--- src/rtl/rsrc_alloc_pkg.sv ---
package rsrc_alloc_pkg;
  typedef enum logic {ST_IDLE, ST_SKIP} alloc_state_t;

  typedef struct packed {
    logic loadInit;
    logic takeReq;
    logic bumpIrq;
    logic setOvf;
  } alloc_strobe_t;
endpackage

--- src/rtl/rsrc_alloc_ctrl.sv ---
module rsrc_alloc_ctrl
  import rsrc_alloc_pkg::*;
(
  input  logic          clk,
  input  logic          rstN,
  input  logic          initValid,
  input  logic          reqValid,
  input  logic          ovf,
  input  logic          irqAlloc,
  input  logic          rsvHit,
  input  logic          ptrOver,
  output logic          reqReady,
  output alloc_strobe_t strobe
);
  alloc_state_t state;

  assign reqReady = (state == ST_IDLE) && !initValid;

  always_comb begin
    strobe          = '0;
    strobe.loadInit = initValid;
    strobe.takeReq  = reqValid && reqReady;
    strobe.bumpIrq  = (state == ST_SKIP) && rsvHit && !initValid;
    strobe.setOvf   = (state == ST_SKIP) && !rsvHit && ptrOver && !initValid;
  end

  always_ff @(posedge clk) begin
    if (!rstN) begin
      state <= ST_IDLE;
    end else if (initValid) begin
      state <= ST_IDLE;
    end else begin
      case (state)
        ST_IDLE: if (strobe.takeReq && !ovf && irqAlloc) state <= ST_SKIP;
        ST_SKIP: if (!rsvHit) state <= ST_IDLE;
        default: state <= ST_IDLE;
      endcase
    end
  end
endmodule

--- src/rtl/rsrc_alloc_dp.sv ---
module rsrc_alloc_dp
  import rsrc_alloc_pkg::*;
#(
  parameter int ADDR_W  = 32,
  parameter int IRQ_W   = 8,
  parameter int IRQ_MAX = 64,
  parameter int NUM_RSV = 3,
  parameter logic [NUM_RSV*IRQ_W-1:0] RSV_LIST = {8'd34, 8'd33, 8'd32}
)(
  input  logic              clk,
  input  logic              rstN,
  input  alloc_strobe_t     strobe,
  input  logic [ADDR_W-1:0] initBase,
  input  logic [IRQ_W-1:0]  initIrq,
  input  logic [ADDR_W-1:0] reqBase,
  input  logic [ADDR_W-1:0] reqSize,
  input  logic [IRQ_W-1:0]  reqIrq,
  input  logic [IRQ_W-1:0]  reqIrqCnt,
  output logic              ovf,
  output logic              irqAlloc,
  output logic              rsvHit,
  output logic              ptrOver,
  output logic              rspValid,
  output logic              rspReject,
  output logic [ADDR_W-1:0] rspBase,
  output logic [IRQ_W-1:0]  rspIrq
);
  localparam int PTR_W = IRQ_W + 1;
  localparam logic [PTR_W-1:0] IRQ_LIM = PTR_W'(IRQ_MAX);

  logic [ADDR_W-1:0]  freeBase;
  logic [PTR_W-1:0]   freeIrq;
  logic [NUM_RSV-1:0] hitVec;

  for (genvar g = 0; g < NUM_RSV; g++) begin : g_rsv
    assign hitVec[g] = (freeIrq == {1'b0, RSV_LIST[g*IRQ_W +: IRQ_W]});
  end

  assign rsvHit   = |hitVec;
  assign ptrOver  = (freeIrq >= IRQ_LIM);
  assign irqAlloc = (reqIrq == '0) && (reqIrqCnt != '0);

  always_ff @(posedge clk) begin
    if (!rstN) begin
      freeBase  <= '0;
      freeIrq   <= '0;
      ovf       <= 1'b0;
      rspValid  <= 1'b0;
      rspReject <= 1'b0;
      rspBase   <= '0;
      rspIrq    <= '0;
    end else begin
      rspValid <= strobe.takeReq;
      if (strobe.loadInit) begin
        freeBase <= initBase;
        freeIrq  <= {1'b0, initIrq};
        ovf      <= 1'b0;
      end else begin
        if (strobe.takeReq) begin
          if (ovf) begin
            rspReject <= 1'b1;
            rspBase   <= '0;
            rspIrq    <= '0;
          end else begin
            rspReject <= 1'b0;
            if (reqBase == '0) begin
              rspBase  <= freeBase;
              freeBase <= freeBase + reqSize;
            end else begin
              rspBase <= reqBase;
            end
            if (irqAlloc) begin
              rspIrq  <= freeIrq[IRQ_W-1:0];
              freeIrq <= freeIrq + {1'b0, reqIrqCnt};
            end else begin
              rspIrq <= reqIrq;
            end
          end
        end
        if (strobe.bumpIrq) freeIrq <= freeIrq + 1'b1;
        if (strobe.setOvf)  ovf     <= 1'b1;
      end
    end
  end
endmodule

--- src/rtl/rsrc_alloc.sv ---
module rsrc_alloc
  import rsrc_alloc_pkg::*;
#(
  parameter int ADDR_W  = 32,
  parameter int IRQ_W   = 8,
  parameter int IRQ_MAX = 64,
  parameter int NUM_RSV = 3,
  parameter logic [NUM_RSV*IRQ_W-1:0] RSV_LIST = {8'd34, 8'd33, 8'd32}
)(
  input  logic              clk,
  input  logic              rstN,
  input  logic              initValid,
  input  logic [ADDR_W-1:0] initBase,
  input  logic [IRQ_W-1:0]  initIrq,
  input  logic              reqValid,
  output logic              reqReady,
  input  logic [ADDR_W-1:0] reqBase,
  input  logic [ADDR_W-1:0] reqSize,
  input  logic [IRQ_W-1:0]  reqIrq,
  input  logic [IRQ_W-1:0]  reqIrqCnt,
  output logic              rspValid,
  output logic              rspReject,
  output logic [ADDR_W-1:0] rspBase,
  output logic [IRQ_W-1:0]  rspIrq,
  output logic              overflow
);
  alloc_strobe_t strobe;
  logic irqAlloc, rsvHit, ptrOver;

  rsrc_alloc_ctrl u_ctrl (
    .clk(clk), .rstN(rstN), .initValid(initValid), .reqValid(reqValid),
    .ovf(overflow), .irqAlloc(irqAlloc), .rsvHit(rsvHit), .ptrOver(ptrOver),
    .reqReady(reqReady), .strobe(strobe)
  );

  rsrc_alloc_dp #(
    .ADDR_W(ADDR_W), .IRQ_W(IRQ_W), .IRQ_MAX(IRQ_MAX),
    .NUM_RSV(NUM_RSV), .RSV_LIST(RSV_LIST)
  ) u_dp (
    .clk(clk), .rstN(rstN), .strobe(strobe),
    .initBase(initBase), .initIrq(initIrq),
    .reqBase(reqBase), .reqSize(reqSize), .reqIrq(reqIrq), .reqIrqCnt(reqIrqCnt),
    .ovf(overflow), .irqAlloc(irqAlloc), .rsvHit(rsvHit), .ptrOver(ptrOver),
    .rspValid(rspValid), .rspReject(rspReject), .rspBase(rspBase), .rspIrq(rspIrq)
  );
endmodule

--- config.mk ---
export PLATFORM = sky130hd
export DESIGN_NAME = rsrc_alloc
export DESIGN_NICKNAME = d
export VERILOG_FILES = /design/src/rtl/rsrc_alloc_pkg.sv /design/src/rtl/rsrc_alloc_ctrl.sv /design/src/rtl/rsrc_alloc_dp.sv /design/src/rtl/rsrc_alloc.sv
export SDC_FILE = /design/constraint.sdc
export NUM_CORES = 1
export LEC_CHECK = 0
export CORE_ASPECT_RATIO = 1.25
export CORE_MARGIN = 2
export CORE_UTILIZATION = 34
export CTS_BUF_LIST = sky130_fd_sc_hd__clkbuf_4 sky130_fd_sc_hd__clkbuf_8
export DETAILED_ROUTE_END_ITERATION = 12
export PLACE_DENSITY_LB_ADDON = 0.3
export SLEW_MARGIN = 20
export SYNTH_ARGS = -nofsm -noshare
export SYNTH_HDL_FRONTEND = slang
export SYNTH_SLANG_ARGS = --single-unit
--- constraint.sdc ---
create_clock -name clk -period 3.87 [get_ports clk]
set_input_delay 0.774 -clock clk [delete_from_list [all_inputs] [get_ports clk]]
set_output_delay 0.774 -clock clk [all_outputs]
set_load 0.02 [all_outputs]
### After elaboration in Yosys (flattened, before gate mapping)

Index checks and enable logic that the tools add are counted.

* register bits after elaboration: 85
* bits in latches: 0
* bits in writable memories: 0
* memory bits (read-only): 0
* input bits: 124
* output and inout bits: 44
* logic and storage cells: 67
* memories: 0

* add/sub/neg operators: 3
* multiply operators: 0
* div/mod/pow operators: 0
* $lt $le $gt $ge: 1
* eq/ne operators: 6
* shift operators: 0
* mux-type cells: 17
* bitwise gates (word level): 3
* reduce and logical (&&, ||, !) cells: 28

Operators with widths (number)
* 32-bit 2-to-1 mux: 6
* 9-bit 2-to-1 mux: 4
* 32-bit adder: 1
* 32-bit zero test: 1
* 9-bit by 6-bit equality test with 1-bit output (second input constant): 3
* 8-bit 2-to-1 mux: 3
* 1-bit logical AND: 10
* 9-bit by 1-bit adder with 9-bit output (second input constant): 1
* 9-bit by 8-bit adder with 9-bit output: 1
* 9-bit by 7-bit greater-or-equal comparator with 1-bit output (second input constant): 1
* 3-bit AND reduction: 3
* 8-bit zero test: 1
* 2-bit nonzero test: 4
* 8-bit nonzero test: 1
* 3-bit nonzero test: 2
* 2-bit != test (second input constant): 2
* 1-bit zero test: 3
* 1-bit 2-to-1 mux: 3
* 3-bit != test (second input constant): 1
* 1-bit NOT: 3
* 3-bit OR reduction: 1
* 1-bit one-hot mux with 2 select lines: 1
* 2-bit AND reduction: 1
* 2-bit OR reduction: 1

### Logic depth before layout (Yosys ltp)

Gate-level depths: netlist of the first run.

* depth in word-level cells: 7
* gate-level depth with buffers: 16
* depth with buffers taken out: 16

### By module

From an unflattened synthesis of the first run, not the netlist that was laid out.

* cell total of the unflattened synthesis: 766
* area, all modules: 5845.6 um^2

Modules (own cells, without submodules)
* rsrc_alloc_dp: times used 1, cells each 758, area an instance 5764.3 um^2, seq. area each 1681.6 um^2
* rsrc_alloc_ctrl: times used 1, cells each 8, area an instance 81.3 um^2, seq. area each 20.0 um^2

### Least setup slack after synthesis of the first run

No wires, ideal clock.

* path type: reg2reg
* from: reg u_dp.freeIrq[7]
* to: reg u_dp.freeIrq[6]
* setup time: 91 ps
* arrival time: 3013 ps
* data required time: 3779 ps
* slack: 766 ps
* cell stages (with the launch flop): 17
* path buffers: 0
* clock period less this slack: 3104 ps
* cells stage by stage: dfxtp_1 -> or3_1 -> a2111oi_2 -> nand4b_1 -> nor2_2 -> or2_2 -> ha_1 -> inv_1 -> fa_1 -> nor2b_1 -> o21ai_0 -> a21oi_1 -> o21ai_0 -> nand2_1 -> xor2_1 -> nand2_1 -> a311oi_1

* longest elaborated chain between the ends: 6
* elaborated cells between the ends (all ways): 12
* those cells by class: eq/ne: 4; mux: 2; reduce/logical: 6

RTL lines
* from (decl): line rsrc_alloc_dp.sv:32 `logic [PTR_W-1:0] freeIrq;`
* from (signal assigned): line rsrc_alloc_dp.sv:56 `freeIrq <= {1'b0, initIrq};`
* from (signal assigned): line rsrc_alloc_dp.sv:74 `freeIrq <= freeIrq + {1'b0, reqIrqCnt};`
* from (signal assigned): line rsrc_alloc_dp.sv:80 `if (strobe.bumpIrq) freeIrq <= freeIrq + 1'b1;`
* 9-bit by 6-bit equality test with 1-bit output: line rsrc_alloc_dp.sv:36 `assign hitVec[g] = (freeIrq == {1'b0, RSV_LIST[g*IRQ_W +: IRQ_W]});`
* 3-bit OR reduction (*): line rsrc_alloc_dp.sv:39 `assign rsvHit = |hitVec;`
* 1-bit logical AND (*) (2 in a row): line rsrc_alloc_ctrl.sv:23 `strobe.bumpIrq = (state == ST_SKIP) && rsvHit && !initValid;`
* 3-bit != test (no source line) (tied with other cells)
* 3-bit AND reduction (no source line) / 8-bit 2-to-1 mux (equally long branches)

Mark *: on every way between the ends. The rest lies on a longest branch, timed or not.
A chain may end at the register's enable or synchronous reset.

### Worst setup path after layout of the first run

Same ends and word-level chain as after synthesis.

==> flow_summary.toml, run 1 <==
[timing]
fin_tns_setup_ns = 0
max_slew_margin_pct = 39.9
period_minus_slack_ns = 3.45
hold_viol_final = 0
fmax_mhz = 290
fin_crit_sh_pct = 89.1
drv_slew = 0
worst_pin_slew_ns = 0.901
worst_clock_skew_ns = 0.0115
rsz0062_at_grt = "false"
hold_slack_ns = 0.490
setup_viol = 0
setup_ws_ns = 0.422

[clock_network]
cts_resized = 0
cts.path.max_buffers = 2
htreeDepth = 3
clock_latency_ns = 0.38
root_buffer = "clkbuf_8"
cts_tree = "yes"
cts_sinks = 85
post_cts_buffers = 0
postCtsHoldBufs = 0
clkSlewWorstSetupHoldPaths_ns = 0.09
cts_inserted_buffers = 9

[power_and_ir_drop]
seqPwrFrac_pct = 43.6
combPwrFrac_pct = 29.2
clkPwrFrac_pct = 27.3
swShare_pct = 33.0
power_leakage_nw = 3.05
power_switching_w = 0.000731
powerDensity_nw_per_um2 = 292
p_int_w = 0.00149
peakVddDrop_mv = 0.139

[worst_setup_path]
crit_fanout = 8
critical_path_arrival_ns = 3.74
startpoint_type = "register"
cp_data_required_time_ns = 4.16
reg2reg_depth = 16
cp-end-kind = "register"
crit_type = "reg2reg"

[layout]
drive_gt1_share_pct = 5.69
area_growth_pct = 37.2
final_cells = 1095
fin_nets = 1038

[floorplanning]
core-area_um2 = 16100
die_h_um = 147
fp.dieArea_um2 = 17300
die_width_um = 118
row_count = 52
start_util_pct = 34.4
ioPinCount = 168

[global_route]
overflow = 0
grt_pass1_wl_mm = 30.0
grt_max_degree = 41
grt_pass1_vias = 5770
track_usage_pct = 22.1
antenna_found_initial = 3

[routing]
dr.pass1.iters = 5
drc = 0
routed_via_density = 5.43
dr.first_iter.drc_count = 389
num_vias = 5948
ant_nets = 0
wl_met3_mm = 1.27
met2_length_mm = 9.64
top_layer_used = "met4"
m1WireLength_mm = 7.50
drt_wl_total_mm = 19.4
wl_per_cell_um = 17.7

[logic_synthesis]
synth_nets = 885
yosysUniqueCellTypes = 68
syn_avg_cell_area_um2 = 7.68
syn_inst = 720
synthTopCellsByArea = "dfxtp_1 31%, a21oi_1 12%, ha_1 8.8%"
synth.top_cells.by_count = "128 x a21oi_1, 112 x nor2_1, 85 x dfxtp_1"
yosys.area.top_type_share_pct = 30.8
ys_warn_count = 0
synth-seq-cells = 85
async_reset_ff_share_pct = 0
ys_seq_area_share_pct = 30.8
yosys.area.top_type = "dfxtp_1"
ys.flop_type = "dfxtp_1"
synth_edf_count = 0
yosysMostFrequentCell = "a21oi_1"
synth_area_um2 = 5530

[placement]
place.gp.congestion = 0.906
pre_cts_ws_ns = 0.288
port_buffers = 167
dp.cells = 1078
dp.final_hpwl_mm = 14.9

[hold_path]
hold_class = "reg2reg"
min_path_cells = 2

[flow_run]
drv_cap = 0

[outcome]
status = "complete, no violations"
## worst paths after layout
path / start / to / slack, ns
max reg2reg: u_dp.freeIrq[7] / u_dp.freeIrq[6] / 0.42
min reg2reg: u_dp.rspBase[0] / u_dp.rspBase[0] / 0.49
min: u_dp.rspBase[0] / u_dp.rspBase[0] / 0.49
max: u_dp.freeIrq[7] / u_dp.freeIrq[6] / 0.42
## final cells by class
type	count	area, um^2
diodes	1	2.50
clock buffers	10	131
clock inverters	6	46.3
fillers	1637	8480
inverters	15	56.3
multi-input cells	583	3620
flip-flops and latches	85	1700
well taps	216	270
repair buffers	179	1760
## through the flow
stage | instance area, um^2 | total power (W) | utilization, %
after CTS | 7590 | 0.00223 | 47.2
after detailed placement | 7410 | 0.00163 | 46.1
after global routing | 7590 | 0.00234 | 47.2
after global placement | 7410 | 0.00163 | 46.1
final | 7590 | 0.00222 | 47.2
after floorplan | 5530 | 0.00135 | -
## critical path, cell delays in order (launching register included)
cell,delay (ns)
dfxtp_1,0.34
or3_1,0.42
a2111oi_2,0.22
nand4b_1,0.21
nor2_2,0.29
or2_2,0.17
ha_1,0.15
inv_1,0.05
fa_1,0.37
nor2b_1,0.15
o21ai_0,0.12
a21oi_1,0.18
o21ai_0,0.11
nand2_1,0.10
xor2_1,0.15
nand2_1,0.07
a311oi_1,0.27
## routing by layer
| layer | vias to the layer above | global-route usage [%] |
|---|---|---|
| met1 | 2744 | 24.0 |
| met5 | - | 0 |
| met3 | 47 | 5.31 |
| met2 | 219 | 39.1 |
| met4 | 0 | 12.3 |
| li1 | 2938 | - |
## cells by family after synthesis
family / synth area share, %
AOI/OAI and AO/OA: 31.2
and+or+nand+nor: 19.9
DFF: 30.8
buffers and inverters: 3.80
adders and majority gates: 9.55
xor gates and xnor gates: 4.28
muxes: 0.543
## state kept, by name (all words and copies together), names as in the netlist
| register | count |
|---|---|
| u_dp.rspBase | 32 |
| u_dp.ovf | 1 |
| u_dp.freeBase | 32 |
| u_dp.rspReject | 1 |
| u_dp.freeIrq | 9 |
| u_dp.rspValid | 1 |
| u_ctrl.state | 1 |
| u_dp.rspIrq | 8 |
## placed cells by master (no fill, tap or decap), types with 7 or more instances in the layout
cell type	Yosys	final
nor2b_1	9	9
a22oi_1	16	16
clkbuf_8	0	9
xnor2_1	14	14
buf_4	2	12
nand4_1	12	12
xor2_1	13	13
ha_1	39	39
o21ai_1	8	8
a21oi_1	128	128
dfxtp_1	85	85
nand2_1	51	51
nor2_1	112	112
a211oi_1	7	7
nor4_1	14	14
inv_1	14	13
nand3_1	7	7
a21o_1	20	20
o21ai_0	28	28
clkdlybuf4s50_1	0	167
## power groups by stage
stage	logic (W)	clock network, W	registers [W]
2_1_floorplan	0.000357	0	0.000990
6_report	0.000647	0.000605	0.000966
3_5_place_dp	0.000642	0	0.000987
5_1_grt	0.000709	0.000657	0.000970
4_1_cts	0.000646	0.000622	0.000966
3_3_place_gp	0.000641	0	0.000987
No activity file was read; power rests on OpenSTA's default activity.
==> inputs of run 2 (changes only) <==
--- a/config.mk
+++ b/config.mk
@@ -5,12 +5,15 @@
 export SDC_FILE = /design/constraint.sdc
 export NUM_CORES = 1
 export LEC_CHECK = 0
+export ABC_CLOCK_PERIOD_IN_PS = 3870
 export CORE_ASPECT_RATIO = 1.25
 export CORE_MARGIN = 2
 export CORE_UTILIZATION = 34
 export CTS_BUF_LIST = sky130_fd_sc_hd__clkbuf_4 sky130_fd_sc_hd__clkbuf_8
+export CTS_CLUSTER_SIZE = 28
 export DETAILED_ROUTE_END_ITERATION = 12
 export PLACE_DENSITY_LB_ADDON = 0.3
+export SETUP_SLACK_MARGIN = 0.4
 export SLEW_MARGIN = 20
 export SYNTH_ARGS = -nofsm -noshare
 export SYNTH_HDL_FRONTEND = slang
==> flow_summary.toml, run 2 (synthesis results as in run 1) <==
[outcome]
status = "complete, no violations"

[global_route]
overflow = 0
grt_pass1_vias = 5770
grt_pass1_wl_mm = 30.0
track_usage_pct = 22.1
antenna_found_initial = 3
grt_max_degree = 41

[timing]
drv_slew = 0
hold_viol_final = 0
worst_clock_skew_ns = 0.00841
fin_crit_sh_pct = 85.9
period_minus_slack_ns = 3.33
rsz0062_at_grt = "false"
fin_tns_setup_ns = 0
hold_slack_ns = 0.491
setup_viol = 0
fmax_mhz = 301
worst_pin_slew_ns = 0.913
max_slew_margin_pct = 39.1

[layout]
final_common_cell = "clkdlybuf4s50_1"
diodes = 0
largestRegisters = "u_dp.freeBase: 32 flops, u_dp.rspBase: 32 flops, u_dp.freeIrq: 9 flops"
final_cells = 1097
fin_util_pct = 47.4
area_growth_pct = 37.8
final_cell_mix = "167 x clkdlybuf4s50_1, 128 x a21oi_1, 112 x nor2_1"
drive_gt1_share_pct = 6.13
fin_nets = 1041

[worst_setup_path]
crit_fanout = 4
critical_path.max_stage_delay_ns = 0.41
cp_data_required_time_ns = 4.16
startpoint_type = "register"
cp-end-kind = "register"
r2r_start = "u_dp.freeIrq[7]"
path_cells = "or3_4 > a2111oi_2 > nand4b_1 > buf_4 > nor2_4 > or2_2 > ha_1 > inv_1 > fa_1 > nor2b_1 > o21ai_0 > a21oi_1 > o21ai_0 > nand2_1 > xor2_1 > nand2_1 > a311oi_1"
slowest_stage = "or3_4"
critical_path_arrival_ns = 3.62
timing.rr.end = "u_dp.freeIrq[6]"
reg2reg_depth = 17
crit_type = "reg2reg"
reg2reg_slack_ns = 0.54

[floorplanning]
die_width_um = 118
start_util_pct = 34.4
fp.dieArea_um2 = 17300
core-area_um2 = 16100
die_h_um = 147
ioPinCount = 168
row_count = 52

[hold_path]
min_path_cells = 2
holdPathEnd = "u_dp.rspBase[0]"
hold_class = "reg2reg"
min_from = "u_dp.rspBase[0]"

[clock_network]
postCtsHoldBufs = 0
cts_sinks = 85
cts_tree = "yes"
cts_inserted_buffers = 9
htreeDepth = 3
clock_latency_ns = 0.38
root_buffer = "clkbuf_8"
clkSlewWorstSetupHoldPaths_ns = 0.09
cts.path.max_buffers = 2

[routing]
routed_via_density = 5.43
ant_nets = 0
met2_length_mm = 9.74
drt_wl_total_mm = 19.4
drc = 0
wl_met3_mm = 1.22
m1WireLength_mm = 7.54
dr.first_iter.drc_count = 359
num_vias = 5962
wl_per_cell_um = 17.7
top_layer_used = "met4"
dr.pass1.iters = 5

[power_and_ir_drop]
power_leakage_nw = 3.06
powerDensity_nw_per_um2 = 292
peakVddDrop_mv = 0.139

[flow_run]
drv_cap = 0

[placement]
port_buffers = 167
dp.final_hpwl_mm = 14.9
place.gp.congestion = 0.906
dp.cells = 1078
## run 2: cell types whose count changed in the layout (fill, tap and decap cells not counted)
cell / change
o21ai_0: -1
nor2_2: -1
or3_1: -1
nor2_4: +1
o21ai_1: +1
or3_4: +1
buf_4: +3
diode_2: -1
## run 2: worst max path at each step
stage                         start           endpoint  slack, ns  depth (start not counted)
global placement         reqSize[0]  u_dp.freeBase[26]       0.40                         12
detailed placement       reqSize[0]  u_dp.freeBase[26]       0.29                         12
floorplan           u_dp.freeIrq[7]    u_dp.freeIrq[6]       0.77                         16
CTS                 u_dp.freeIrq[7]    u_dp.freeIrq[6]       0.43                         16
finish              u_dp.freeIrq[7]    u_dp.freeIrq[6]       0.54                         17
global route        u_dp.freeIrq[7]    u_dp.freeIrq[6]       0.39                         17
## run 2: where the power goes
group	total, W	switching, W	internal, W
Sequential	0.000966	0.0000469	0.000920
Clock	0.000606	0.000361	0.000245
Combinational	0.000649	0.000325	0.000324
Total	0.00222	0.000733	0.00149
## run 2: metal layers
metal,global-route usage [%],up-vias
li1,-,2942
met1,24.0,2768
met2,39.1,209
met3,5.31,43
met4,12.3,0
met5,0,-
## run 2: cell type report
class,instances,area (um^2)
Tap cell,216,270
Sequential cell,85,1700
Clock inverter,6,46.3
Clock buffer,10,131
Timing Repair Buffer,182,1780
Multi-Input combinational cell,583,3630
Fill cell,1631,8450
Inverter,15,56.3
## run 2: critical path: cells and delay by family (launching register included)
kind	cells	cell delay, ns
compound gates	5	0.87
xor+xnor	1	0.15
fa+ha+maj	2	0.52
buf+inv	2	0.24
flops	1	0.34
simple gates	7	1.13
## run 2: stage by stage
step                      worst slack (ns)  instance area, um^2  power, W
after floorplan                      0.766                 5530   0.00135
after global placement               0.404                 7410   0.00163
after detailed placement             0.288                 7410   0.00163
after CTS                            0.426                 7590   0.00223
after global routing                 0.395                 7620   0.00234
final                                0.544                 7620   0.00222
## run 2: timing repair
action | in CTS | in global routing
endpoints found under the setup margin | 0 | 4
gates resized for setup | 0 | 3
buffers inserted | 0 | 3
